--- src/rtl/sponge_seq_pkg.sv ---
// Shared types for the sponge AEAD sequencer.
// Assumes: nothing beyond the enum encoding being local to this block.
package sponge_seq_pkg;

    // Sequencer phase: each data phase alternates a permutation wait and an absorb slot.
    typedef enum logic [2:0] {
        PH_IDLE     = 3'd0,
        PH_AD_PERM  = 3'd1,
        PH_AD_ABS   = 3'd2,
        PH_MSG_PERM = 3'd3,
        PH_MSG_ABS  = 3'd4,
        PH_TAG_PERM = 3'd5,
        PH_TAG_OUT  = 3'd6
    } phase_t;

endpackage

--- src/rtl/sponge_block_pad.sv ---
// Pads one rate-sized input block to the number of bytes still owed.
// Bytes below cnt pass through, byte cnt becomes 0x01, bytes above become zero.
// Assumes: cnt is in 1..RATE_BYTES; cnt == RATE_BYTES passes the block unchanged.
module sponge_block_pad #(
    parameter int RATE_BYTES = 16,
    localparam int CNT_W     = $clog2(RATE_BYTES + 1),
    localparam int RATE_W    = 8 * RATE_BYTES
) (
    input  logic [RATE_W-1:0] blk_i,
    input  logic [CNT_W-1:0]  cnt_i,
    output logic [RATE_W-1:0] blk_o
);

    // One comparator pair per byte lane selects data, marker or zero.
    for (genvar i = 0; i < RATE_BYTES; i++) begin : g_lane
        localparam logic [CNT_W-1:0] IDX = CNT_W'(i);
        assign blk_o[8*i +: 8] = (IDX < cnt_i)  ? blk_i[8*i +: 8] :
                                 (IDX == cnt_i) ? 8'h01 : 8'h00;
    end

endmodule

--- src/rtl/sponge_domain_mask.sv ---
// Builds the domain-separation XOR mask for the top state bytes.
// Value: 1 for an aligned length, 2 otherwise; +2 for the associated-data
// phase when the message is empty; +4 for the message phase when the
// associated data are empty; forced to 1 for the empty/empty start case.
// Bit k of the value sets the top bit of byte STATE_BYTES-DOM_BITS+k.
// Assumes: DOM_BITS <= STATE_BYTES.
module sponge_domain_mask #(
    parameter int STATE_BYTES = 32,
    parameter int DOM_BITS    = 3,
    localparam int STATE_W    = 8 * STATE_BYTES,
    localparam int BASE_BYTE  = STATE_BYTES - DOM_BITS
) (
    input  logic               force_one_i,
    input  logic               is_msg_i,
    input  logic               ad_empty_i,
    input  logic               msg_empty_i,
    input  logic               aligned_i,
    output logic [STATE_W-1:0] mask_o
);

    logic [DOM_BITS-1:0] dom_val;

    // Derive the domain value from phase, emptiness and alignment.
    always_comb begin
        if (force_one_i) begin
            dom_val = DOM_BITS'(1);
        end else begin
            dom_val = aligned_i ? DOM_BITS'(1) : DOM_BITS'(2);
            if (!is_msg_i && msg_empty_i) dom_val = dom_val + DOM_BITS'(2);
            if (is_msg_i && ad_empty_i)   dom_val = dom_val + DOM_BITS'(4);
        end
    end

    // Spread the value bits over the top bits of the last bytes.
    for (genvar b = 0; b < STATE_BYTES; b++) begin : g_byte
        if (b >= BASE_BYTE) begin : g_dom
            assign mask_o[8*b +: 8] = {dom_val[b - BASE_BYTE], 7'b0};
        end else begin : g_zero
            assign mask_o[8*b +: 8] = 8'h00;
        end
    end

endmodule

--- src/rtl/sponge_seq_ctrl.sv ---
// Phase controller: latches lengths and direction on start, counts the
// bytes left in the current phase, and steps through permutation waits,
// absorb slots and the tag step.
// Assumes: perm_done only arrives while perm_req is high; lengths fit LEN_W.
module sponge_seq_ctrl
    import sponge_seq_pkg::*;
#(
    parameter int RATE_BYTES = 16,
    parameter int LEN_W      = 8,
    localparam int CNT_W     = $clog2(RATE_BYTES + 1),
    localparam int ALIGN_W   = $clog2(RATE_BYTES)
) (
    input  logic             clk,
    input  logic             rst_n,
    input  logic             start_i,
    input  logic             dec_mode_i,
    input  logic [LEN_W-1:0] ad_len_i,
    input  logic [LEN_W-1:0] msg_len_i,
    input  logic             perm_done_i,
    input  logic             in_valid_i,
    output logic             busy_o,
    output logic             mode_o,
    output logic             perm_req_o,
    output logic             in_ready_o,
    output logic             in_is_msg_o,
    output logic             tag_valid_o,
    output logic             start_fire_o,
    output logic             start_empty_o,
    output logic             absorb_fire_o,
    output logic             last_blk_o,
    output logic [CNT_W-1:0] take_cnt_o,
    output logic             ad_empty_o,
    output logic             msg_empty_o,
    output logic             aligned_o
);

    localparam logic [LEN_W-1:0] RATE_LEN = LEN_W'(RATE_BYTES);

    phase_t           phase_q, phase_d;
    logic [LEN_W-1:0] rem_q, rem_d;
    logic [LEN_W-1:0] ad_len_q, msg_len_q;
    logic             mode_q;

    // Decode handshake and status outputs from the phase.
    always_comb begin
        busy_o        = (phase_q != PH_IDLE);
        perm_req_o    = (phase_q == PH_AD_PERM) || (phase_q == PH_MSG_PERM) ||
                        (phase_q == PH_TAG_PERM);
        in_ready_o    = (phase_q == PH_AD_ABS) || (phase_q == PH_MSG_ABS);
        in_is_msg_o   = (phase_q == PH_MSG_ABS);
        tag_valid_o   = (phase_q == PH_TAG_OUT);
        start_fire_o  = start_i && (phase_q == PH_IDLE);
        start_empty_o = start_fire_o && (ad_len_i == '0) && (msg_len_i == '0);
        absorb_fire_o = in_ready_o && in_valid_i;
    end

    // Size of the current block and whether it closes its phase.
    always_comb begin
        last_blk_o = (rem_q <= RATE_LEN);
        take_cnt_o = last_blk_o ? rem_q[CNT_W-1:0] : CNT_W'(RATE_BYTES);
        ad_empty_o  = (ad_len_q == '0);
        msg_empty_o = (msg_len_q == '0);
        aligned_o   = in_is_msg_o ? (msg_len_q[ALIGN_W-1:0] == '0)
                                  : (ad_len_q[ALIGN_W-1:0] == '0);
    end

    // Next phase and remaining-byte count.
    always_comb begin
        phase_d = phase_q;
        rem_d   = rem_q;
        case (phase_q)
            PH_IDLE: if (start_i) begin
                if (ad_len_i != '0) begin
                    phase_d = PH_AD_PERM;
                    rem_d   = ad_len_i;
                end else if (msg_len_i != '0) begin
                    phase_d = PH_MSG_PERM;
                    rem_d   = msg_len_i;
                end else begin
                    phase_d = PH_TAG_PERM;
                end
            end
            PH_AD_PERM:  if (perm_done_i) phase_d = PH_AD_ABS;
            PH_AD_ABS: if (in_valid_i) begin
                if (!last_blk_o) begin
                    phase_d = PH_AD_PERM;
                    rem_d   = rem_q - RATE_LEN;
                end else if (msg_len_q != '0) begin
                    phase_d = PH_MSG_PERM;
                    rem_d   = msg_len_q;
                end else begin
                    phase_d = PH_TAG_PERM;
                end
            end
            PH_MSG_PERM: if (perm_done_i) phase_d = PH_MSG_ABS;
            PH_MSG_ABS: if (in_valid_i) begin
                if (!last_blk_o) begin
                    phase_d = PH_MSG_PERM;
                    rem_d   = rem_q - RATE_LEN;
                end else begin
                    phase_d = PH_TAG_PERM;
                end
            end
            PH_TAG_PERM: if (perm_done_i) phase_d = PH_TAG_OUT;
            PH_TAG_OUT:  phase_d = PH_IDLE;
            default:     phase_d = PH_IDLE;
        endcase
    end

    // Phase and counter registers.
    always_ff @(posedge clk) begin
        if (!rst_n) begin
            phase_q <= PH_IDLE;
            rem_q   <= '0;
        end else begin
            phase_q <= phase_d;
            rem_q   <= rem_d;
        end
    end

    // Operation parameters, captured only when a start is accepted.
    always_ff @(posedge clk) begin
        if (!rst_n) begin
            ad_len_q  <= '0;
            msg_len_q <= '0;
            mode_q    <= 1'b0;
        end else if (start_fire_o) begin
            ad_len_q  <= ad_len_i;
            msg_len_q <= msg_len_i;
            mode_q    <= dec_mode_i;
        end
    end

    assign mode_o = mode_q;

endmodule

--- src/rtl/sponge_aead_seq.sv ---
// Sponge AEAD mode sequencer, top level. Owns the state register and its
// three write sources: the seed on start, the permutation result, and the
// padded block plus domain mask on absorb.
// Assumes: RATE_BYTES is a power of two and at most half of STATE_BYTES.
module sponge_aead_seq #(
    parameter int STATE_BYTES = 32,
    parameter int RATE_BYTES  = 16,
    parameter int LEN_W       = 8,
    parameter int DOM_BITS    = 3,
    localparam int STATE_W    = 8 * STATE_BYTES,
    localparam int RATE_W     = 8 * RATE_BYTES,
    localparam int CAP_W      = STATE_W - RATE_W,
    localparam int CNT_W      = $clog2(RATE_BYTES + 1)
) (
    input  logic               clk,
    input  logic               rst_n,
    input  logic               start,
    input  logic               dec_mode,
    input  logic [LEN_W-1:0]   ad_len,
    input  logic [LEN_W-1:0]   msg_len,
    input  logic [RATE_W-1:0]  nonce,
    input  logic [CAP_W-1:0]   key,
    output logic               busy,
    output logic               mode_o,
    output logic               perm_req,
    input  logic               perm_done,
    input  logic [STATE_W-1:0] perm_result,
    output logic [STATE_W-1:0] perm_state,
    output logic               in_ready,
    output logic               in_is_msg,
    input  logic               in_valid,
    input  logic [RATE_W-1:0]  in_data,
    output logic               tag_valid,
    output logic [RATE_W-1:0]  tag
);

    logic               start_fire, start_empty, absorb_fire, last_blk;
    logic [CNT_W-1:0]   take_cnt;
    logic               ad_empty, msg_empty, aligned;
    logic [RATE_W-1:0]  padded;
    logic [STATE_W-1:0] dom_mask;
    logic [STATE_W-1:0] state_q;

    sponge_seq_ctrl #(
        .RATE_BYTES (RATE_BYTES),
        .LEN_W      (LEN_W)
    ) i_ctrl (
        .clk           (clk),
        .rst_n         (rst_n),
        .start_i       (start),
        .dec_mode_i    (dec_mode),
        .ad_len_i      (ad_len),
        .msg_len_i     (msg_len),
        .perm_done_i   (perm_done),
        .in_valid_i    (in_valid),
        .busy_o        (busy),
        .mode_o        (mode_o),
        .perm_req_o    (perm_req),
        .in_ready_o    (in_ready),
        .in_is_msg_o   (in_is_msg),
        .tag_valid_o   (tag_valid),
        .start_fire_o  (start_fire),
        .start_empty_o (start_empty),
        .absorb_fire_o (absorb_fire),
        .last_blk_o    (last_blk),
        .take_cnt_o    (take_cnt),
        .ad_empty_o    (ad_empty),
        .msg_empty_o   (msg_empty),
        .aligned_o     (aligned)
    );

    sponge_block_pad #(
        .RATE_BYTES (RATE_BYTES)
    ) i_pad (
        .blk_i (in_data),
        .cnt_i (take_cnt),
        .blk_o (padded)
    );

    sponge_domain_mask #(
        .STATE_BYTES (STATE_BYTES),
        .DOM_BITS    (DOM_BITS)
    ) i_dom (
        .force_one_i (start_fire),
        .is_msg_i    (in_is_msg),
        .ad_empty_i  (ad_empty),
        .msg_empty_i (msg_empty),
        .aligned_i   (aligned),
        .mask_o      (dom_mask)
    );

    // State register: seed, permutation result, or absorb with optional domain mask.
    always_ff @(posedge clk) begin
        if (!rst_n) begin
            state_q <= '0;
        end else if (start_fire) begin
            state_q <= {key, nonce} ^ (start_empty ? dom_mask : '0);
        end else if (perm_req && perm_done) begin
            state_q <= perm_result;
        end else if (absorb_fire) begin
            state_q <= state_q ^ {{CAP_W{1'b0}}, padded} ^ (last_blk ? dom_mask : '0);
        end
    end

    assign perm_state = state_q;
    assign tag        = state_q[RATE_W-1:0];

endmodule

--- config.mk ---
export PLATFORM = sky130hd
export DESIGN_NAME = sponge_aead_seq
export DESIGN_NICKNAME = d
export VERILOG_FILES = /design/src/rtl/sponge_seq_pkg.sv /design/src/rtl/sponge_block_pad.sv /design/src/rtl/sponge_domain_mask.sv /design/src/rtl/sponge_seq_ctrl.sv /design/src/rtl/sponge_aead_seq.sv
export SDC_FILE = /design/constraint.sdc
export NUM_CORES = 1
export LEC_CHECK = 0
export ABC_AREA = 1
export BUFFER_PORTS_ARGS = -buffer_cell sky130_fd_sc_hd__buf_2
export CORE_AREA = 5 5 407 409
export DETAILED_ROUTE_END_ITERATION = 8
export DIE_AREA = 0 0 412 414
export PLACE_DENSITY = 0.3
export SYNTH_ARGS = -nofsm -noshare
export SYNTH_HDL_FRONTEND = slang
export SYNTH_SLANG_ARGS = --single-unit
export TNS_END_PERCENT = 5
--- constraint.sdc ---
create_clock -name clk -period 2.7 [get_ports clk]
set_clock_uncertainty 0.1 [all_clocks]
set_input_delay 0.135 -clock clk [delete_from_list [all_inputs] [get_ports clk]]
set_output_delay 0.135 -clock clk [all_outputs]
set_load 0.01 [all_outputs]
==> results by group, run 1 <==
Power and ir drop
  • Pleak: 0.0155 µW
  • VDD IR max: 0.449 mV
  • Power Total: 33700 µW
  • PD cells: 1020 mW/mm²

GRT
  • Gr ovfl total: 0
  • First-pass GRT wire length: 185000 µm
  • Largest net degree at the start of global routing: 113
  • GR Util met3: 3.84%
  • GRT Max-Usage Layer: met2
  • Met1 usage: 17.4%
  • Met2 GRT Util: 26.2%
  • Total GRT Usage: 14.8%
  • Initial antenna violation count: 45
  • Vias in the first global route: 25200

Finish
  • Most frequent cells in the layout: buf_2, nand2_1, dlygate4sd3_1
  • Design area: 0.0330 mm²
  • Commonest non-fill, non-tap cell in the layout: buf_2
  • Non-Filler Instances: 6611
  • Area Growth Syn to Fin: 88.8%
  • Share of layout cells above drive strength 1: 29.8%
  • Nets: 5046

Synth
  • Synth Register Bits: 284
  • Async set-reset flop share out of synthesis: 0%
  • Ys flop type: dfxtp_1
  • Yosys warns: 0
  • Syn Area/Cell: 6.22 µm²
  • Sequential area share after synthesis: 32.5%
  • Cells after synthesis: 2811
  • Net Count, Synth: 3476
  • Mapped Area: 0.0175 mm²
  • Number of synthesized flops with an enable pin: 0
  • Count of cell types in the netlist: 48

Critical path
  • Critical path arrival: 2.91 ns
  • Buffers & Inverters on Critical Path: 3
  • Crit path capture type: flip-flop
  • CP required: 3.13 ns
  • Most frequent CP cell: nand2_1
  • Setup CP Type: flip-flop to flip-flop
  • Critical path's largest stage delay: 0.42 ns
  • Crit start category: flip-flop
  • Cell Chain, Critical Path: nor2_1 -> nand2_1 -> nor2_4 -> inv_8 -> nand2_1 -> inv_6 -> buf_12 -> nand2_1 -> a31oi_1
  • Largest delay share family, worst path: simple AND/OR/NAND/NOR gates
  • Maximum fanout along the worst path: 80
  • Cell with the largest stage delay on the worst path: dfxtp_1

Floorplanning
  • Die height: 414 µm
  • Core area: 0.162 mm²
  • Starting Density: 10.8%
  • Die X: 412 µm
  • Row count: 148
  • DIE AREA: 0.171 mm²
  • I/O pins: 1052

CTS
  • CTS tree: yes
  • Root buf cell: clkbuf_16
  • Clock net sink count: 284
  • Worst-Skew Late Latency: 0.61 ns
  • TritonCTS Buffers: 45
  • Number of H-tree levels: 2
  • Max clock buf depth: 3
  • Clock-pin slew on the worst setup and hold paths: 0.05 ns

Timing
  • Setup Viol. Count Final: 0
  • Slew HR: 52.1%
  • Slew Limit Fails: 0
  • Worst slew pin tran: 0.718 ns
  • Hold violation count in the final report: 0
  • Setup TNS: 0 ns
  • Tcrit/Tclk final: 91.6%
  • Max frequency: 404 MHz
  • RSZ-0062 raised after global routing: false
  • Period minus WS final: 2.47 ns

Routing
  • DRT Pass-1 Iters: 5
  • Vias/cell: 3.73
  • Starting DRC count in detailed routing: 1239
  • Avg WL per Cell: 20.2 µm
  • DR DRC count: 0
  • WL final: 133000 µm
  • Antenna Nets Post-Route: 0
  • Via count: 24700

Placed design
  • Post-DP Area: 0.0249 mm²
  • Port Buffers: 1051
  • HPWL after DPL: 106000 µm
  • Dpl cells: 5856
  • RD Place Congestion: 0.863

Outcome
  • Status: complete, no violations

Job
  • Max-cap violations: 0

Worst hold path
  • Worst min-delay path class: primary input to flip-flop
## where the power goes
part | leakage, µW | total (µW) | internal (µW) | switching, µW
Sequential | 0.00234 | 7910 | 5810 | 2110
Clock | 0.000719 | 6090 | 3570 | 2510
Combinational | 0.0124 | 19700 | 7330 | 12300
## through the flow
step / setup slack, ns / util (%) / hold slack, ns
5_1_grt: 0.000443 / 20.4 / 0.0516
3_5_place_dp: 0.107 / 15.4 / 0.275
2_1_floorplan: 0.456 / - / 0.163
6_report: 0.226 / 20.4 / 0.0595
4_1_cts: 0.0676 / 20.4 / 0.00317
3_3_place_gp: 0.110 / 15.4 / 0.268
## logic make-up (layout without fill, tap and decap cells)
group	Yosys count	count (layout)	synth area share (%)
and+or+nand+nor	1494	1494	34.9
AOI/OAI and AO/OA	542	542	17.4
buffers and inverters	452	2055	13.2
DFF	284	284	32.5
xor gates and xnor gates	36	36	1.80
adders and majority gates	3	3	0.215
other	0	22	0
## Yosys cell counts (10+ instances only)
cell	n	share of area, %
nand2_1	953	20
nor2_1	313	6.7
dfxtp_1	284	33
a21oi_1	206	5.9
a31oi_1	136	4.9
nand3_1	136	3.9
buf_4	133	5.7
inv_1	132	2.8
o21ai_0	127	3.6
clkbuf_1	113	2.4
xor2_1	35	1.8
buf_1	27	0.58
o21ai_1	26	0.74
nand4_1	24	0.86
buf_2	22	0.63
o211ai_1	16	0.69
o21bai_1	13	0.56
or2_2	13	0.47
inv_2	11	0.24
nand3_2	10	0.57
nand3b_1	10	0.43
## state kept, by name (all words and copies together), names as in the netlist
signal and count:
i_ctrl.rem_q 8, i_ctrl.ad_len_q 8, i_ctrl.mode_o 1, i_ctrl.msg_len_q 8, i_ctrl.phase_q 3, perm_state 256
## layer usage
| layer | up-vias | wire (µm) |
|---|---|---|
| met2 | 885 | 64900 |
| met1 | 11400 | 54200 |
| met3 | 175 | 9410 |
| met5 | - | 117 |
| met4 | 20 | 4750 |
| li1 | 12200 | - |
## tightest hold or removal path: cells and delay by family
family | cells | cell delay, ns
buffers and inverters | 1 | 0.15
and+or+nand+nor | 5 | 0.36
AOI/OAI and AO/OA | 1 | 0.05
## path summary, 6_finish.rpt
kind	from	cells past startpoint	slack [ns]	endpoint
setup / recovery	i_ctrl.phase_q[2]	9	0.23	perm_state[244]
hold / removal	in_data[88]	7	0.06	perm_state[88]
setup reg to reg	i_ctrl.phase_q[2]	9	0.23	perm_state[244]
hold reg to reg	i_ctrl.ad_len_q[4]	2	0.36	i_ctrl.ad_len_q[4]
## area by class of cell
type	count	area (µm²)
Antenna cell	22	55.1
Tap cell	2175	2720
Clock inverter	12	120
Inverter	147	588
Timing Repair Buffer	1828	13000
Fill cell	18600	129000
Sequential cell	284	5690
Clock buffer	68	1330
Multi-Input combinational cell	2075	9530
## timing repair
action / 4_1_cts / 5_1_grt
hold buffers: 653 / 0
resized for setup: 0 / 6
setup buffers: 0 / 0
setup endpoints to repair: 0 / 34
endpoints found under the hold margin: 276 / 0
(Power assumes the default switching activity.)
==> run 2: changes to the inputs <==
- ABC_AREA: 1 -> 0
- CORE_AREA: 5 5 407 409 -> 5 5 412 414
- DIE_AREA: 0 0 412 414 -> 0 0 417 419
==> results by group, run 2 <==
Outcome
  • Status: complete, no violations (unchanged)

Routing
  • Vias/cell: 3.89 (was 3.73)
  • WL final: 135000 µm (was 133000 µm)
  • DRT Pass-1 Iters: 8 (was 5)
  • DR DRC count: 0 (unchanged)
  • Antenna Nets Post-Route: 0 (unchanged)
  • Starting DRC count in detailed routing: 1372 (was 1239)
  • Avg WL per Cell: 22.4 µm (was 20.2 µm)
  • Via count: 23400 (was 24700)

Synth
  • Synth cell count leaders: nand2_1, dfxtp_1, a21oi_1 (was nand2_1, nor2_1, dfxtp_1)
  • Post-Synth Adder-Cell Area: 0.227% (was 0.215%)
  • Simple-gate portion of the synthesized area: 19.0% (was 34.9%)
  • Yosys warns: 0 (unchanged)
  • Share of the synthesized area in the top cell type: 34.4% (was 32.5%)
  • Cells after synthesis: 2203 (was 2811)
  • Mapped Area: 0.0165 mm² (was 0.0175 mm²)
  • Count of cell types in the netlist: 68 (was 48)
  • Syn Area/Cell: 7.50 µm² (was 6.22 µm²)
  • Net Count, Synth: 2868 (was 3476)
  • Sequential area share after synthesis: 34.4% (was 32.5%)
  • Cell taking the most area after synthesis: dfxtp_1 (unchanged)
  • Most numerous cell in the Yosys netlist: nand2_1 (unchanged)
  • Area contributors post-synth: dfxtp_1, nand2_1, a21oi_1 (was dfxtp_1, nand2_1, nor2_1)
  • Ys flop type: dfxtp_1 (unchanged)
  • Combinational family with the most area after synthesis: compound AO/OA/AOI/OAI gates (was simple AND/OR/NAND/NOR gates)
  • Number of synthesized flops with an enable pin: 0 (unchanged)
  • Post-synthesis compound-gate area fraction: 31.7% (was 17.4%)
  • Async set-reset flop share out of synthesis: 0% (unchanged)
  • Post-synthesis xor/xnor area fraction: 2.86% (was 1.80%)
  • Mux contribution to synthesized area: 0.788% (was 0%)
  • Synth Register Bits: 284 (unchanged)

Critical path
  • Maximum fanout along the worst path: 50 (was 80)
  • Crit start category: flip-flop (unchanged)
  • Critical R2R Launch: i_ctrl.phase_q[0] (was i_ctrl.phase_q[2])
  • Cell Chain, Critical Path: buf_4 -> nor3_1 -> nand2_4 -> buf_12 -> nor2_1 -> a311oi_1 -> dlygate4sd3_1 (was nor2_1 -> nand2_1 -> nor2_4 -> inv_8 -> nand2_1 -> inv_6 -> buf_12 -> nand2_1 -> a31oi_1)
  • Worst-case reg-to-reg path depth: 7 (was 9)
  • Crit path capture type: flip-flop (unchanged)
  • Critical path's largest stage delay: 0.59 ns (was 0.42 ns)
  • Buffers & Inverters on Critical Path: 3 (unchanged)
  • Critical path arrival: 3.09 ns (was 2.91 ns)
  • Reg2reg setup slack: 0.01 ns (was 0.23 ns)
  • Worst path depth: 7 (was 9)
  • CP startpoint: i_ctrl.phase_q[0] (was i_ctrl.phase_q[2])
  • Setup CP Type: flip-flop to flip-flop (unchanged)
  • R2r endpoint: perm_state[151] (was perm_state[244])
  • CP required: 3.10 ns (was 3.13 ns)
  • Cell with the largest stage delay on the worst path: dlygate4sd3_1 (was dfxtp_1)
  • Largest delay share family, worst path: buffers and inverters (was simple AND/OR/NAND/NOR gates)

Timing
  • Tcrit/Tclk final: 99.6% (was 91.6%)
  • WHS: 0.0114 ns (was 0.0595 ns)
  • Hold violation count in the final report: 0 (unchanged)
  • Max frequency: 372 MHz (was 404 MHz)
  • Slew Limit Fails: 0 (unchanged)
  • Worst Slack Setup Final: 0.0107 ns (was 0.226 ns)
  • RSZ-0062 raised after global routing: true (was false)
  • Worst slew pin tran: 1.12 ns (was 0.718 ns)
  • Period minus WS final: 2.69 ns (was 2.47 ns)
  • Setup Viol. Count Final: 0 (unchanged)
  • Slew HR: 25.5% (was 52.1%)

CTS
  • Clock-pin slew on the worst setup and hold paths: 0.07 ns (was 0.05 ns)
  • Root buf cell: clkbuf_16 (unchanged)
  • Clock net sink count: 284 (unchanged)
  • Worst-Skew Late Latency: 0.61 ns (about the same)
  • Number of H-tree levels: 2 (unchanged)
  • Max clock buf depth: 3 (unchanged)
  • TritonCTS Buffers: 44 (was 45)
  • CTS tree: yes (unchanged)

Floorplanning
  • Die X: 417 µm (was 412 µm)
  • Row count: 150 (was 148)
  • I/O pins: 1052 (unchanged)
  • DIE AREA: 0.175 mm² (was 0.171 mm²)
  • Starting Density: 9.96% (was 10.8%)
  • Die height: 419 µm (was 414 µm)
  • Core area: 0.166 mm² (was 0.162 mm²)

Worst hold path
  • Hold_sp: perm_result[96] (was in_data[88])
  • Hold-critical path depth: 4 (was 7)
  • Hold EP: perm_state[96] (was perm_state[88])
  • Worst min-delay path class: primary input to flip-flop (unchanged)

Power and ir drop
  • Pleak: 0.0143 µW (was 0.0155 µW)
  • PD cells: 687 mW/mm² (was 1020 mW/mm²)
  • VDD IR max: 0.383 mV (was 0.449 mV)

GRT
  • Total GRT Usage: 14.5% (was 14.8%)
  • Gr ovfl total: 0 (unchanged)
  • Initial antenna violation count: 15 (was 45)
  • Largest net degree at the start of global routing: 76 (was 113)
  • Vias in the first global route: 24200 (was 25200)
  • First-pass GRT wire length: 183000 µm (was 185000 µm)

Finish
  • Nets: 4451 (was 5046)
  • Share of layout cells above drive strength 1: 34.6% (was 29.8%)
  • Area Growth Syn to Fin: 97.7% (was 88.8%)
  • Largest register FFs: 256 (unchanged)
  • Commonest non-fill, non-tap cell in the layout: buf_2 (unchanged)
  • Most frequent cells in the layout: buf_2, dlygate4sd3_1, nand2_1 (was buf_2, nand2_1, dlygate4sd3_1)

Placed design
  • Port Buffers: 1051 (unchanged)
  • Post-place setup slack: 0.0489 ns (was 0.107 ns)
  • HPWL after DPL: 106000 µm (about the same)
  • RD Place Congestion: 0.845 (was 0.863)

Job
  • Max-cap violations: 0 (unchanged)
-- run 2: through the flow --
| step | TNS [ns] | total power (µW) | std cells | instance area (µm²) | utilization [%] |
|---|---|---|---|---|---|
| floorplan | -0.0168 | 10500 | 2203 | 16500 | - |
| global placement | 0 | 15300 | 5291 | 24500 | 14.8 |
| detailed placement | 0 | 15200 | 5291 | 24500 | 14.8 |
| CTS | 0 | 23000 | 6024 | 32600 | 19.6 |
| global route | -0.141 | 23900 | 6028 | 32600 | 19.7 |
| finish | 0 | 22400 | 6033 | 32700 | 19.7 |
-- run 2: tightest hold or removal path: cells and delay by family --
kind / cells / cell delay (ns)
AO/OA/AOI/OAI: 2 / 0.27
buffers and inverters: 2 / 0.28
-- run 2: cell families after synthesis --
family,Yosys count
buf+inv,350
mux,12
flops,284
xor+xnor,54
simple gates,699
fa+ha+maj,3
compound gates,801
-- run 2: final cells by class --
cell class                      instances  area, µm²
Fill cell                           19000     133000
Timing Repair Buffer                 1864      13500
Multi-Input combinational cell       1569       9100
Sequential cell                       284       5690
Tap cell                             2204       2760
Clock buffer                           63       1270
Clock inverter                         18        259
Inverter                               23       91.3
Antenna cell                            8       20.0
-- run 2: routing by layer --
metal  track usage [%]  wire, µm  vias up
met1              17.3     54800    11400
met4              4.18      4020        2
met5                 0        13        -
li1                  -         -    11100
met2              26.0     68200      797
met3              3.08      8200      122
-- run 2: how the worst max path moves through the flow --
stage / to / slack, ns
2_1_floorplan: perm_state[120] / -0.02
3_3_place_gp: perm_state[56] / 0.09
3_5_place_dp: perm_state[39] / 0.05
4_1_cts: perm_state[39] / 0.01
5_1_grt: perm_state[146] / -0.05
6_report: perm_state[151] / 0.01
-- run 2: where the power goes --
group / internal, µW / switching, µW
clock network: 3770 / 2610
logic: 4390 / 5650
registers: 4970 / 1050
-- run 2: repair_timing --
item / in CTS / in global routing
hold endpoints to repair: 276 / 0
buffers inserted: 0 / 1
resized for setup: 0 / 7
hold buffers: 652 / 0
endpoints found under the setup margin: 0 / 58
==> run 3: changes to the inputs <==
- ABC_AREA: 0 -> 1
- CORE_AREA: 5 5 412 414 -> 5 5 409 411
- DIE_AREA: 0 0 417 419 -> 0 0 414 416
- PLACE_DENSITY: 0.3 -> 0.4
- SYNTH_HIERARCHICAL: not set -> 1
- TNS_END_PERCENT: 5 -> 1
==> results by group, run 3 <==
Timing
  • Period minus WS final: 2.60 ns (was 2.69 ns)
  • Tcrit/Tclk final: 96.2% (was 99.6%)
  • Max frequency: 385 MHz (was 372 MHz)
  • Hold violation count in the final report: 0 (unchanged)
  • Slew Limit Fails: 0 (unchanged)
  • RSZ-0062 raised after global routing: true (unchanged)
  • Worst Slack Setup Final: 0.102 ns (was 0.0107 ns)
  • Worst slew pin tran: 1.15 ns (was 1.12 ns)
  • Setup Viol. Count Final: 0 (unchanged)
  • Slew HR: 23.3% (was 25.5%)

Routing
  • Via count: 43100 (was 23400)
  • WL final: 162000 µm (was 135000 µm)
  • DRT Pass-1 Iters: 5 (was 8)
  • Antenna Nets Post-Route: 0 (unchanged)
  • Vias/cell: 4.21 (was 3.89)
  • Avg WL per Cell: 15.8 µm (was 22.4 µm)
  • DR DRC count: 0 (unchanged)
  • Starting DRC count in detailed routing: 2029 (was 1372)

Critical path
  • Reg2reg setup slack: 0.10 ns (was 0.01 ns)
  • CP startpoint: i_ctrl/rem_q[5] (was i_ctrl.phase_q[0])
  • Maximum fanout along the worst path: 58 (was 50)
  • R2r endpoint: i_ctrl/rem_q[0] (was perm_state[151])
  • Crit start category: flip-flop (unchanged)
  • Crit path capture type: flip-flop (unchanged)
  • Critical path arrival: 3.01 ns (was 3.09 ns)
  • Critical R2R Launch: i_ctrl/rem_q[5] (was i_ctrl.phase_q[0])
  • CP required: 3.11 ns (was 3.10 ns)
  • Worst Setup EP: i_ctrl/rem_q[0] (was perm_state[151])
  • Worst-case reg-to-reg path depth: 10 (was 7)
  • Setup CP Type: flip-flop to flip-flop (unchanged)

Synth
  • Synth cell count leaders: nand2_1, inv_1, nor2_1 (was nand2_1, dfxtp_1, a21oi_1)
  • Ys flop type: dfxtp_1 (unchanged)
  • Sequential area share after synthesis: 17.0% (was 34.4%)
  • Async set-reset flop share out of synthesis: 0% (unchanged)
  • Post-synthesis xor/xnor area fraction: 0.0525% (was 2.86%)
  • Cells after synthesis: 6502 (was 2203)
  • Synth Register Bits: 284 (unchanged)
  • Most numerous cell in the Yosys netlist: nand2_1 (unchanged)
  • Area contributors post-synth: nand2_1, dfxtp_1, inv_1 (was dfxtp_1, nand2_1, a21oi_1)
  • Post-synthesis compound-gate area fraction: 13.5% (was 31.7%)
  • Count of cell types in the netlist: 33 (was 68)
  • Mapped Area: 0.0334 mm² (was 0.0165 mm²)
  • Syn Area/Cell: 5.13 µm² (was 7.50 µm²)
  • Yosys warns: 6 (was 0)
  • Mux contribution to synthesized area: 0.0300% (was 0.788%)
  • Share of the synthesized area in the top cell type: 23.1% (was 34.4%)
  • Number of synthesized flops with an enable pin: 0 (unchanged)
  • Cell taking the most area after synthesis: nand2_1 (was dfxtp_1)
  • Simple-gate portion of the synthesized area: 44.0% (was 19.0%)
  • Post-Synth Adder-Cell Area: 0.113% (was 0.227%)
  • Combinational family with the most area after synthesis: simple AND/OR/NAND/NOR gates (was compound AO/OA/AOI/OAI gates)

Finish
  • Non-Filler Instances: 10200 (was 6033)
  • Design area: 0.0479 mm² (was 0.0327 mm²)
  • Most frequent cells in the layout: nand2_1, buf_2, inv_1 (was buf_2, dlygate4sd3_1, nand2_1)
  • Share of layout cells above drive strength 1: 19.4% (was 34.6%)
  • Nets: 8651 (was 4451)
  • Final Core Density: 29.2% (was 19.7%)
  • Area Growth Syn to Fin: 43.5% (was 97.7%)
  • Largest register FFs: 256 (unchanged)
  • Commonest non-fill, non-tap cell in the layout: nand2_1 (was buf_2)

Placed design
  • HPWL after DPL: 122000 µm (was 106000 µm)
  • Post-DP Area: 0.0396 mm² (was 0.0245 mm²)
  • Dpl cells: 9489 (was 5291)
  • RD Place Congestion: 0.863 (was 0.845)
  • Port Buffers: 1051 (unchanged)
  • Post-place setup slack: 0.0102 ns (was 0.0489 ns)

Worst hold path
  • Worst min-delay path class: primary input to flip-flop (unchanged)

GRT
  • Met2 GRT Util: 31.4% (was 26.0%)
  • Vias in the first global route: 41200 (was 24200)
  • Total GRT Usage: 17.9% (was 14.5%)
  • GRT Max-Usage Layer: met2 (unchanged)
  • First-pass GRT wire length: 243000 µm (was 183000 µm)
  • GR Util met3: 4.69% (was 3.08%)
  • Largest net degree at the start of global routing: 174 (was 76)
  • Met1 usage: 20.4% (was 17.3%)
  • Initial antenna violation count: 60 (was 15)
  • Gr ovfl total: 0 (unchanged)

CTS
  • TritonCTS Buffers: 46 (was 44)
  • Clock-pin slew on the worst setup and hold paths: 0.06 ns (was 0.07 ns)
  • Clock net sink count: 284 (unchanged)
  • Root buf cell: clkbuf_16 (unchanged)
  • CTS tree: yes (unchanged)
  • Max clock buf depth: 3 (unchanged)
  • Number of H-tree levels: 2 (unchanged)
  • Worst-Skew Late Latency: 0.62 ns (was 0.61 ns)

Floorplanning
  • Row count: 149 (was 150)
  • Die X: 414 µm (was 417 µm)
  • I/O pins: 1052 (unchanged)
  • Core area: 0.164 mm² (was 0.166 mm²)
  • DIE AREA: 0.172 mm² (was 0.175 mm²)
  • Starting Density: 20.4% (was 9.96%)
  • Die height: 416 µm (was 419 µm)

Power and ir drop
  • VDD IR max: 0.364 mV (was 0.383 mV)
  • Pleak: 0.0272 µW (was 0.0143 µW)
  • PD cells: 670 mW/mm² (was 687 mW/mm²)

Job
  • Max-cap violations: 0 (unchanged)

Outcome
  • Status: complete, no violations (unchanged)
run 3: layout make-up:
type	instances	area (µm²)
fill	18900	116000
timing repair buffer	1841	13400
inverter	1074	4030
sequential	284	5690
clock buffer	72	1400
antenna	33	82.6
clock inverter	10	194
tap	2189	2740
multi-input combinational	4739	20400
run 3: repair_timing:
action / in CTS / in global routing
resized for setup: 0 / 56
setup buffers: 0 / 3
hold buffers: 635 / 0
setup endpoints to repair: 0 / 113
hold endpoints to repair: 284 / 0
run 3: worst max-delay path, stage by stage (launching register included):
cell	delay [ns]
dfxtp_1	0.30
inv_1	0.09
ha_1	0.16
nand2_2	0.08
o21ai_4	0.19
buf_4	0.78
nand2_2	0.22
a21oi_4	0.30
nand3_1	0.12
nand2_1	0.09
nor2_1	0.04
run 3: kinds of logic (layout without fill, tap and decap cells):
kind of cell / Yosys count / in the layout
multiplexers: 1 / 1
flip-flops: 284 / 284
other: 1 / 286
adder cells (fa/ha/maj): 3 / 3
XOR/XNOR: 2 / 2
buffers and inverters: 1731 / 2997
AND/OR/NAND/NOR: 3658 / 3658
AO/OA/AOI/OAI: 822 / 822
run 3: per-layer routing:
layer	up-vias	routed length, µm
met5	-	253
li1	22200	-
met2	1110	76600
met4	40	8010
met1	19400	66400
met3	283	10700
run 3: per-stage QoR:
stage	hold WS [ns]	total power, µW	TNS [ns]
6_report	0.0523	32100	0
5_1_grt	0.0569	35300	-1.08
4_1_cts	0.00212	32400	0
3_5_place_dp	0.269	24500	0
3_3_place_gp	0.260	24300	0
2_1_floorplan	0.170	18500	0
run 3: worst min path at each step:
stage / start / to / slack (ns) / cells past startpoint
global placement: dec_mode / i_ctrl/mode_o / 0.26 / 3
global route: in_data[114] / perm_state[114] / 0.06 / 8
CTS: in_data[42] / perm_state[42] / 0.002 / 8
finish: in_data[114] / perm_state[114] / 0.05 / 8
detailed placement: dec_mode / i_ctrl/mode_o / 0.27 / 3
floorplan: dec_mode / i_ctrl/mode_o / 0.17 / 2
run 3: report_power, final:
part           internal (µW)  leakage, µW  switching (µW)
Clock                   4020     0.000784            2680
Combinational           7030       0.0241           11600
Sequential              5290      0.00236            1480
